File: src/rtl/tmr_pkg.sv
`timescale 1ns/1ps
package tmr_pkg;
  typedef enum logic [1:0] {
    CK_OFF  = 2'b00,
    CK_CORE = 2'b01,
    CK_EXT  = 2'b10,
    CK_OFF2 = 2'b11
  } clk_sel_e;
endpackage

File: src/rtl/tmr_ext_sync.sv
`timescale 1ns/1ps
module tmr_ext_sync #(
  parameter int STAGES = 2
) (
  input  logic clk,
  input  logic rst_n,
  input  logic async_in,
  output logic rise_o
);
  logic [STAGES-1:0] chain_q;
  logic              last_q;

  always_ff @(posedge clk) begin
    if (!rst_n) chain_q[0] <= 1'b0;
    else        chain_q[0] <= async_in;
  end

  generate
    for (genvar i = 1; i < STAGES; i++) begin : g_stage
      always_ff @(posedge clk) begin
        if (!rst_n) chain_q[i] <= 1'b0;
        else        chain_q[i] <= chain_q[i-1];
      end
    end
  endgenerate

  always_ff @(posedge clk) begin
    if (!rst_n) last_q <= 1'b0;
    else        last_q <= chain_q[STAGES-1];
  end

  assign rise_o = chain_q[STAGES-1] & ~last_q;
endmodule

File: src/rtl/tmr_prescaler.sv
`timescale 1ns/1ps
module tmr_prescaler #(
  parameter int PS_W = 3
) (
  input  logic            clk,
  input  logic            rst_n,
  input  logic            src_pulse,
  input  logic [PS_W-1:0] ps_sel,
  output logic            tick_o
);
  localparam int DIV_W = (1 << PS_W) - 1;

  logic [DIV_W-1:0] div_q;
  logic [PS_W-1:0]  ps_q;
  logic [DIV_W:0]   span;
  logic [DIV_W-1:0] last_val;
  logic             ps_changed;

  assign span       = (DIV_W+1)'(1) << ps_sel;
  assign last_val   = DIV_W'(span - 1'b1);
  assign ps_changed = (ps_sel != ps_q);
  assign tick_o     = src_pulse & ~ps_changed & (div_q == last_val);

  always_ff @(posedge clk) begin
    if (!rst_n) begin
      div_q <= '0;
      ps_q  <= '0;
    end else begin
      ps_q <= ps_sel;
      if (ps_changed)     div_q <= '0;
      else if (tick_o)    div_q <= '0;
      else if (src_pulse) div_q <= div_q + 1'b1;
    end
  end
endmodule

File: src/rtl/tmr_count_core.sv
`timescale 1ns/1ps
module tmr_count_core #(
  parameter int CNT_W = 16
) (
  input  logic             clk,
  input  logic             rst_n,
  input  logic             tick,
  input  logic             updown,
  input  logic [CNT_W-1:0] modulo,
  output logic [CNT_W-1:0] count_o,
  output logic             down_o,
  output logic             ovf_evt_o
);
  logic [CNT_W-1:0] cnt_q;
  logic             down_q;
  logic [CNT_W-1:0] cnt_d;
  logic             down_d;
  logic             evt;
  logic [CNT_W-1:0] dec;

  assign dec = cnt_q - 1'b1;

  always_comb begin
    cnt_d  = cnt_q;
    down_d = updown ? down_q : 1'b0;
    evt    = 1'b0;
    if (tick) begin
      if (!updown) begin
        if (cnt_q >= modulo) begin
          cnt_d = '0;
          evt   = 1'b1;
        end else begin
          cnt_d = cnt_q + 1'b1;
        end
      end else if (down_q) begin
        if (cnt_q <= CNT_W'(1)) begin
          cnt_d  = '0;
          down_d = 1'b0;
          evt    = 1'b1;
        end else begin
          cnt_d = dec;
        end
      end else if (cnt_q >= modulo) begin
        if (modulo == '0 || cnt_q == '0) begin
          cnt_d  = '0;
          down_d = 1'b0;
          evt    = 1'b1;
        end else if (dec == '0) begin
          cnt_d  = '0;
          down_d = 1'b0;
          evt    = 1'b1;
        end else begin
          cnt_d  = dec;
          down_d = 1'b1;
        end
      end else begin
        cnt_d = cnt_q + 1'b1;
      end
    end
  end

  always_ff @(posedge clk) begin
    if (!rst_n) begin
      cnt_q  <= '0;
      down_q <= 1'b0;
    end else begin
      cnt_q  <= cnt_d;
      down_q <= down_d;
    end
  end

  assign count_o   = cnt_q;
  assign down_o    = down_q;
  assign ovf_evt_o = evt;
endmodule

File: src/rtl/tmr_counter.sv
`timescale 1ns/1ps
module tmr_counter #(
  parameter int CNT_W     = 16,
  parameter int PS_W      = 3,
  parameter int SYNC_DEPTH = 2
) (
  input  logic             clk,
  input  logic             rst_n,
  input  logic [1:0]       cfg_clk_sel,
  input  logic [PS_W-1:0]  cfg_prescale,
  input  logic             cfg_updown,
  input  logic [CNT_W-1:0] cfg_modulo,
  input  logic             cfg_ovf_ie,
  input  logic             ovf_clear,
  input  logic             ext_clk_in,
  output logic [CNT_W-1:0] count_o,
  output logic             dir_down_o,
  output logic             ovf_flag_o,
  output logic             ovf_irq_o
);
  import tmr_pkg::*;

  clk_sel_e sel;
  logic     ext_rise;
  logic     src_pulse;
  logic     tick;
  logic     ovf_evt;
  logic     flag_q;

  assign sel = clk_sel_e'(cfg_clk_sel);

  tmr_ext_sync #(.STAGES(SYNC_DEPTH)) u_sync (
    .clk(clk), .rst_n(rst_n), .async_in(ext_clk_in), .rise_o(ext_rise)
  );

  always_comb begin
    case (sel)
      CK_CORE: src_pulse = 1'b1;
      CK_EXT:  src_pulse = ext_rise;
      default: src_pulse = 1'b0;
    endcase
  end

  tmr_prescaler #(.PS_W(PS_W)) u_div (
    .clk(clk), .rst_n(rst_n), .src_pulse(src_pulse),
    .ps_sel(cfg_prescale), .tick_o(tick)
  );

  tmr_count_core #(.CNT_W(CNT_W)) u_core (
    .clk(clk), .rst_n(rst_n), .tick(tick), .updown(cfg_updown),
    .modulo(cfg_modulo), .count_o(count_o), .down_o(dir_down_o),
    .ovf_evt_o(ovf_evt)
  );

  always_ff @(posedge clk) begin
    if (!rst_n)         flag_q <= 1'b0;
    else if (ovf_evt)   flag_q <= 1'b1;
    else if (ovf_clear) flag_q <= 1'b0;
  end

  assign ovf_flag_o = flag_q;
  assign ovf_irq_o  = flag_q & cfg_ovf_ie;
endmodule

File: config.mk
export PLATFORM = sky130hd
export DESIGN_NAME = tmr_counter
export DESIGN_NICKNAME = d
export VERILOG_FILES = /design/src/rtl/tmr_pkg.sv /design/src/rtl/tmr_ext_sync.sv /design/src/rtl/tmr_prescaler.sv /design/src/rtl/tmr_count_core.sv /design/src/rtl/tmr_counter.sv
export SDC_FILE = /design/constraint.sdc
export NUM_CORES = 1
export LEC_CHECK = 0
export BUFFER_PORTS_ARGS = -buffer_cell sky130_fd_sc_hd__buf_2
export CORE_MARGIN = 10
export CORE_UTILIZATION = 34
export DETAILED_ROUTE_END_ITERATION = 10
export SYNTH_ARGS = -nofsm -noshare
export SYNTH_HDL_FRONTEND = slang
export SYNTH_SLANG_ARGS = --single-unit
File: constraint.sdc
create_clock -name clk -period 3.8 [get_ports clk]
set_input_delay 0.76 -clock clk [delete_from_list [all_inputs] [get_ports clk]]
set_output_delay 0.76 -clock clk [all_outputs]
set_load 0.01 [all_outputs]
==> impl_metrics.json, run 1 <==
{
  "path_cells": "buf_2 > or3_1 > ha_1 > xor2_1 > nand4_1 > nor4_1 > o2111ai_2 > nor2_1 > nand3_1 > a31oi_1",
  "worst_pin_slew_ns": 0.591,
  "skew_ns": 0.00336,
  "avgSynthCellArea_um2": 7.64,
  "dp_hpwl_mm": 5.92,
  "ys_types": 64,
  "dr_wl_met2_mm": 4.01,
  "num_rows": 33,
  "max_stage_delay_ns": 0.52,
  "ctsRootBufferMaster": "clkbuf_8",
  "start_util_pct": 34.7,
  "power.density_nw_per_um2": 231,
  "cts_buffers": 5,
  "power_frac_comb_pct": 9.3,
  "h-tree-depth": 2,
  "synth_top_area_share_pct": 21.9,
  "drive_gt1_share_pct": 18.6,
  "cts_buffer_depth": 2,
  "critPathMaxFanout": 11,
  "power.switching_uw": 178,
  "wirelength_mm": 8.13,
  "drtIter0Drc": 226,
  "cts_tree": "yes",
  "fin_crit_ns": 3.20,
  "synth_top_flop_cell": "dfxtp_1",
  "wl_met3_um": 219,
  "portBuffers": 45,
  "timing.final.max_slew_violations": 0,
  "async_flop_share_pct": 0,
  "holdCritPathClass": "reg -> reg",
  "drcViolationCount": 0,
  "gp_congestion": 0.828,
  "critPathLaunchType": "input port",
  "max-slew-margin-rel_pct": 60.6,
  "synth_edf_count": 0,
  "clkLatencyLatePin_ns": 0.29,
  "fmax_mhz": 313,
  "synth.top_cells.by_area": "dfxtp_1 (22%), ha_1 (11%), inv_1 (3.7%)",
  "vias": 2836,
  "ctsResizeCount": 0,
  "grt_first_pass_wirelength_mm": 13.6,
  "die_h_um": 111,
  "setup-tns-final_ns": 0,
  "setup-violations-final": 0,
  "pwr-share-seq_pct": 44.0,
  "topRoutingLayerUsed": "met4",
  "worst_setup_path_end_kind": "register",
  "core-area_um2": 8180,
  "peakVddDrop_uv": 169,
  "ys_warn_count": 0,
  "crit_slowest_cell": "nor2_1",
  "nets": 455,
  "drtAntennaViolNets": 0,
  "viasPerCell": 5.57,
  "first_pass_iters": 4,
  "power_uw": 748,
  "path_buf_inv": 1,
  "synth_area_um2": 2830,
  "crit_arrival_ns": 3.40,
  "period_share_pct": 84.2,
  "maxCapViolCount": 0,
  "fp.dieW_um": 111,
  "dieArea_um2": 12400,
  "cp_top_family": "simple AND/OR/NAND/NOR gates",
  "cellLeakagePower_nw": 1.46,
  "clkPwrFrac_pct": 46.7,
  "switching_share_pct": 23.8,
  "io_pins": 46,
  "rsz0062_at_grt": "false",
  "outcome": "complete, no violations",
  "antenna_cells": 0,
  "antenna_found_initial": 0,
  "worstSetupPathType": "in -> reg",
  "globalRoute.totalOverflow": 0,
  "crit_required_ns": 4.00,
  "grt_use_total_pct": 12.6,
  "postCtsSetupBuffers": 0,
  "intPower_uw": 570,
  "area_growth_pct": 14.4,
  "hold_viol": 0,
  "wl_per_cell_um": 16.0,
  "grt_pass1_vias": 2788,
  "synth_seq_cells": 31,
  "seq_area_frac_synth_pct": 21.9,
  "numClockSinks": 31,
  "clk_pin_slew_ns": 0.07,
  "synth_area_leader_cell": "dfxtp_1",
  "syn-num-nets": 423,
  "grt_max_degree": 20,
  "syn_inst": 371,
  "ctsHoldBuffers": 0,
  "wl_met1_mm": 3.84
}
Yosys cell counts (all sizes together) (2+ instances only):
cell and instances:
or3 6, a311o 2, or2 2, nor4 14, a21o 3, nand4 11, nand2 23, nand3 17
nand3b 2, o21bai 2, a32oi 2, nor2b 3, xnor2 9, dfxtp 31, ha 25, and2 8
and3 12, xor2 12, a211oi 6, o211ai 8, a221oi 5, o22ai 2, o2111ai 3, mux2i 2
inv 28, a31oi 7, nand4b 2, o21ai 14, buf 8, clkbuf 19, a22oi 2, or4 2
o31ai 3, nand2b 2, nor2 26, nor3 13, a21oi 20
metrics by stage:
stage | setup slack, ns | instances | utilization, % | cell area [µm²] | hold slack [ns]
after CTS | 0.684 | 509 | 39.7 | 3240 | 0.449
after global placement | 0.437 | 501 | 38.2 | 3120 | 0.422
after global routing | 0.459 | 509 | 39.7 | 3240 | 0.476
final | 0.602 | 509 | 39.7 | 3240 | 0.442
after floorplan | 0.537 | 371 | - | 2830 | 0.412
after detailed placement | 0.424 | 501 | 38.2 | 3120 | 0.432
routing by layer:
layer  vias to the layer above  global-route usage [%]
li1                       1428                       -
met1                      1344                    15.9
met2                        58                    21.8
met3                         6                    1.46
met4                         0                    3.51
met5                         -                       0
state kept, by name (all words and copies together) (netlist names):
register        flops
u_core.count_o     16
u_div.div_q         7
u_div.ps_q          3
u_sync.chain_q      2
ovf_flag_o          1
u_core.down_o       1
u_sync.last_q       1
cell usage in the layout, fill, tap and decap left out, types with 4 or more instances in the layout:
cell and instances:
o21ai_0 13, buf_2 45, and3_1 12, o211ai_1 8, inv_1 28, ha_1 25, nand4_1 11, nor4_1 12
a21oi_1 20, dfxtp_1 31, a31oi_1 6, clkbuf_8 6, nand2_1 23, a221oi_1 4, or3_1 6, nor2_1 25
a211oi_1 6, xnor2_1 9, buf_4 7, nand3_1 17, and2_1 8, nor3_1 12, xor2_1 12
power groups by stage:
stage	registers [mW]	logic, mW	clock network, mW
final	0.329	0.0696	0.349
after global routing	0.329	0.0789	0.364
after CTS	0.329	0.0695	0.354
after detailed placement	0.337	0.0685	0
after global placement	0.336	0.0676	0
after floorplan	0.336	0.0431	0
worst paths after layout:
kind                          start                end  slack [ns]  cells after the start
setup / recovery    cfg_prescale[1]  u_core.count_o[6]        0.60                     10
setup reg to reg  u_core.count_o[1]  u_core.count_o[7]        0.67                      9
hold reg to reg   u_sync.chain_q[0]  u_sync.chain_q[1]        0.44                      1
hold / removal    u_sync.chain_q[0]  u_sync.chain_q[1]        0.44                      1
logic make-up (layout without fill, tap and decap cells):
| kind of cell | count (synthesis) | after routing | synth area share, % |
|---|---|---|---|
| buffers and inverters | 55 | 88 | 8.12 |
| XOR/XNOR | 21 | 21 | 6.49 |
| flip-flops | 31 | 31 | 21.9 |
| adder cells (fa/ha/maj) | 25 | 25 | 11.0 |
| AND/OR/NAND/NOR | 147 | 147 | 29.2 |
| multiplexers | 3 | 3 | 1.10 |
| AO/OA/AOI/OAI | 89 | 89 | 22.2 |
cell type report:
type	instances	area, µm²
Fill cell	848	4930
Multi-Input combinational cell	285	1990
Sequential cell	31	621
Timing Repair Buffer	52	278
Tap cell	105	131
Inverter	28	105
Clock buffer	6	82.6
Clock inverter	2	35.0
No activity file was read; power rests on OpenSTA's default activity.
==> run 2: changes to the inputs <==
clock period = 2.9 ns   (was 3.8 ns; I/O delays follow)
==> impl_metrics.json, run 2 (synthesized netlist as in run 1, its figures left out) <==
{
  "first_pass_iters": 5,
  "dieArea_um2": 12400,
  "critPathCapture": "u_core.count_o[7]",
  "peakVddDrop_uv": 224,
  "holdCritPathClass": "reg -> reg",
  "wl_per_cell_um": 15.4,
  "timing.rr.start": "u_core.count_o[2]",
  "clkLatencyLatePin_ns": 0.29,
  "critPathLaunchType": "register",
  "cts_tree": "yes",
  "grt_max_degree": 20,
  "r2r_slack_ns": 0.21,
  "pwr-share-seq_pct": 43.8,
  "fp.dieW_um": 111,
  "worstSetupPathType": "reg -> reg",
  "holdWs_ns": 0.439,
  "cellLeakagePower_nw": 1.63,
  "maxCapViolCount": 0,
  "rsz0062_at_grt": "false",
  "timing.final.max_slew_violations": 0,
  "num_rows": 33,
  "grt_first_pass_wirelength_mm": 14.0,
  "ctsHoldBuffers": 0,
  "worstReg2RegEnd": "u_core.count_o[7]",
  "fin_crit_ns": 2.69,
  "wirelength_mm": 8.37,
  "largest_reg_flops": 16,
  "critPathMaxFanout": 19,
  "r2r_cells": 7,
  "setup-violations-final": 0,
  "cp-startpoint": "u_core.count_o[2]",
  "viasPerCell": 5.55,
  "layout_commonest_cell": "buf_2",
  "gp_congestion": 0.893,
  "fmax_mhz": 371,
  "drive_gt1_share_pct": 25.6,
  "clk_pin_slew_ns": 0.08,
  "antenna_found_initial": 0,
  "core-area_um2": 8180,
  "worst_setup_path_end_kind": "register",
  "power.switching_uw": 231,
  "max-slew-margin-rel_pct": 69.3,
  "stdcell_count": 542,
  "final_cell_mix": "buf_2 (45), buf_4 (38), dfxtp_1 (31), inv_1 (28), nor2_1 (25)",
  "worst_pin_slew_ns": 0.460,
  "power_frac_comb_pct": 10.1,
  "power.density_nw_per_um2": 279,
  "numClockSinks": 31,
  "cts_buffer_depth": 2,
  "globalRoute.totalOverflow": 0,
  "portBuffers": 45,
  "switching_share_pct": 23.4,
  "intPower_uw": 754,
  "vias": 3008,
  "drtAntennaViolNets": 0,
  "period_share_pct": 92.9,
  "io_pins": 46,
  "crit_required_ns": 3.09,
  "dp_hpwl_mm": 6.48,
  "skew_ns": 0.0146,
  "h-tree-depth": 2,
  "die_h_um": 111,
  "hold_viol": 0,
  "postLayoutCoreUtil_pct": 43.2,
  "grt_use_total_pct": 13.1,
  "grt_pass1_vias": 2850,
  "outcome": "complete, no violations",
  "start_util_pct": 34.7,
  "drcViolationCount": 0,
  "ctsRootBufferMaster": "clkbuf_8",
  "nets": 488,
  "placed_cells": 534,
  "crit_arrival_ns": 2.89,
  "antenna_cells": 0,
  "drtIter0Drc": 241,
  "cts_buffers": 5,
  "clkPwrFrac_pct": 46.1,
  "area_growth_pct": 24.6,
  "power_uw": 984
}
[run 2: metrics by stage]
step | setup WS [ns] | setup TNS, ns | cell area (µm²)
after global placement | 0.0202 | 0 | 3410
after global routing | 0.0318 | 0 | 3530
after floorplan | 0.00542 | 0 | 2860
after detailed placement | -0.0145 | -0.0272 | 3410
final | 0.205 | 0 | 3530
after CTS | 0.199 | 0 | 3520
[run 2: worst min path at each step]
stage                                 start                end  slack [ns]  depth (start not counted)
after floorplan           u_sync.chain_q[0]  u_sync.chain_q[1]        0.41                          1
after global placement    u_sync.chain_q[0]  u_sync.chain_q[1]        0.42                          1
after global routing      u_sync.chain_q[0]  u_sync.chain_q[1]        0.48                          1
after CTS                 u_sync.chain_q[0]  u_sync.chain_q[1]        0.44                          1
after detailed placement  u_sync.chain_q[0]  u_sync.chain_q[1]        0.42                          1
final                     u_sync.chain_q[0]  u_sync.chain_q[1]        0.44                          1
[run 2: timing repair]
item | in CTS | in global routing
gates resized for setup | 0 | 2
setup endpoints to repair | 0 | 2
buffers inserted | 0 | 0
[run 2: power by group through the flow]
| stage | combinational [mW] | clock (mW) | sequential (mW) |
|---|---|---|---|
| after floorplan | 0.0580 | 0 | 0.441 |
| after global placement | 0.0969 | 0 | 0.441 |
| after detailed placement | 0.0992 | 0 | 0.441 |
| after CTS | 0.0998 | 0.464 | 0.431 |
| after global routing | 0.113 | 0.485 | 0.431 |
| final | 0.0991 | 0.454 | 0.431 |
[run 2: layer usage]
layer | GRT usage (%) | vias up | routed length, µm
met5 | 0 | - | 0
met4 | 3.43 | 0 | 72
met3 | 2.98 | 4 | 485
met2 | 21.0 | 86 | 3880
met1 | 17.2 | 1419 | 3940
li1 | - | 1499 | -
[run 2: worst max-delay path, stage by stage, from the launching register on]
cell       delay [ns]
dfxtp_1          0.31
or4_1            0.69
nor4_4           0.30
xnor2_1          0.12
a311o_2          0.47
nor2_8           0.29
a21oi_1          0.13
a2111oi_2        0.29
[run 2: area by class of cell]
class                   count  area [µm²]
clock buffers               6        82.6
clock inverters             2        35.0
fillers                   835        4640
inverters                  28         105
multi-input cells         285        2010
flip-flops and latches     31         621
well taps                 105         131
repair buffers             85         551
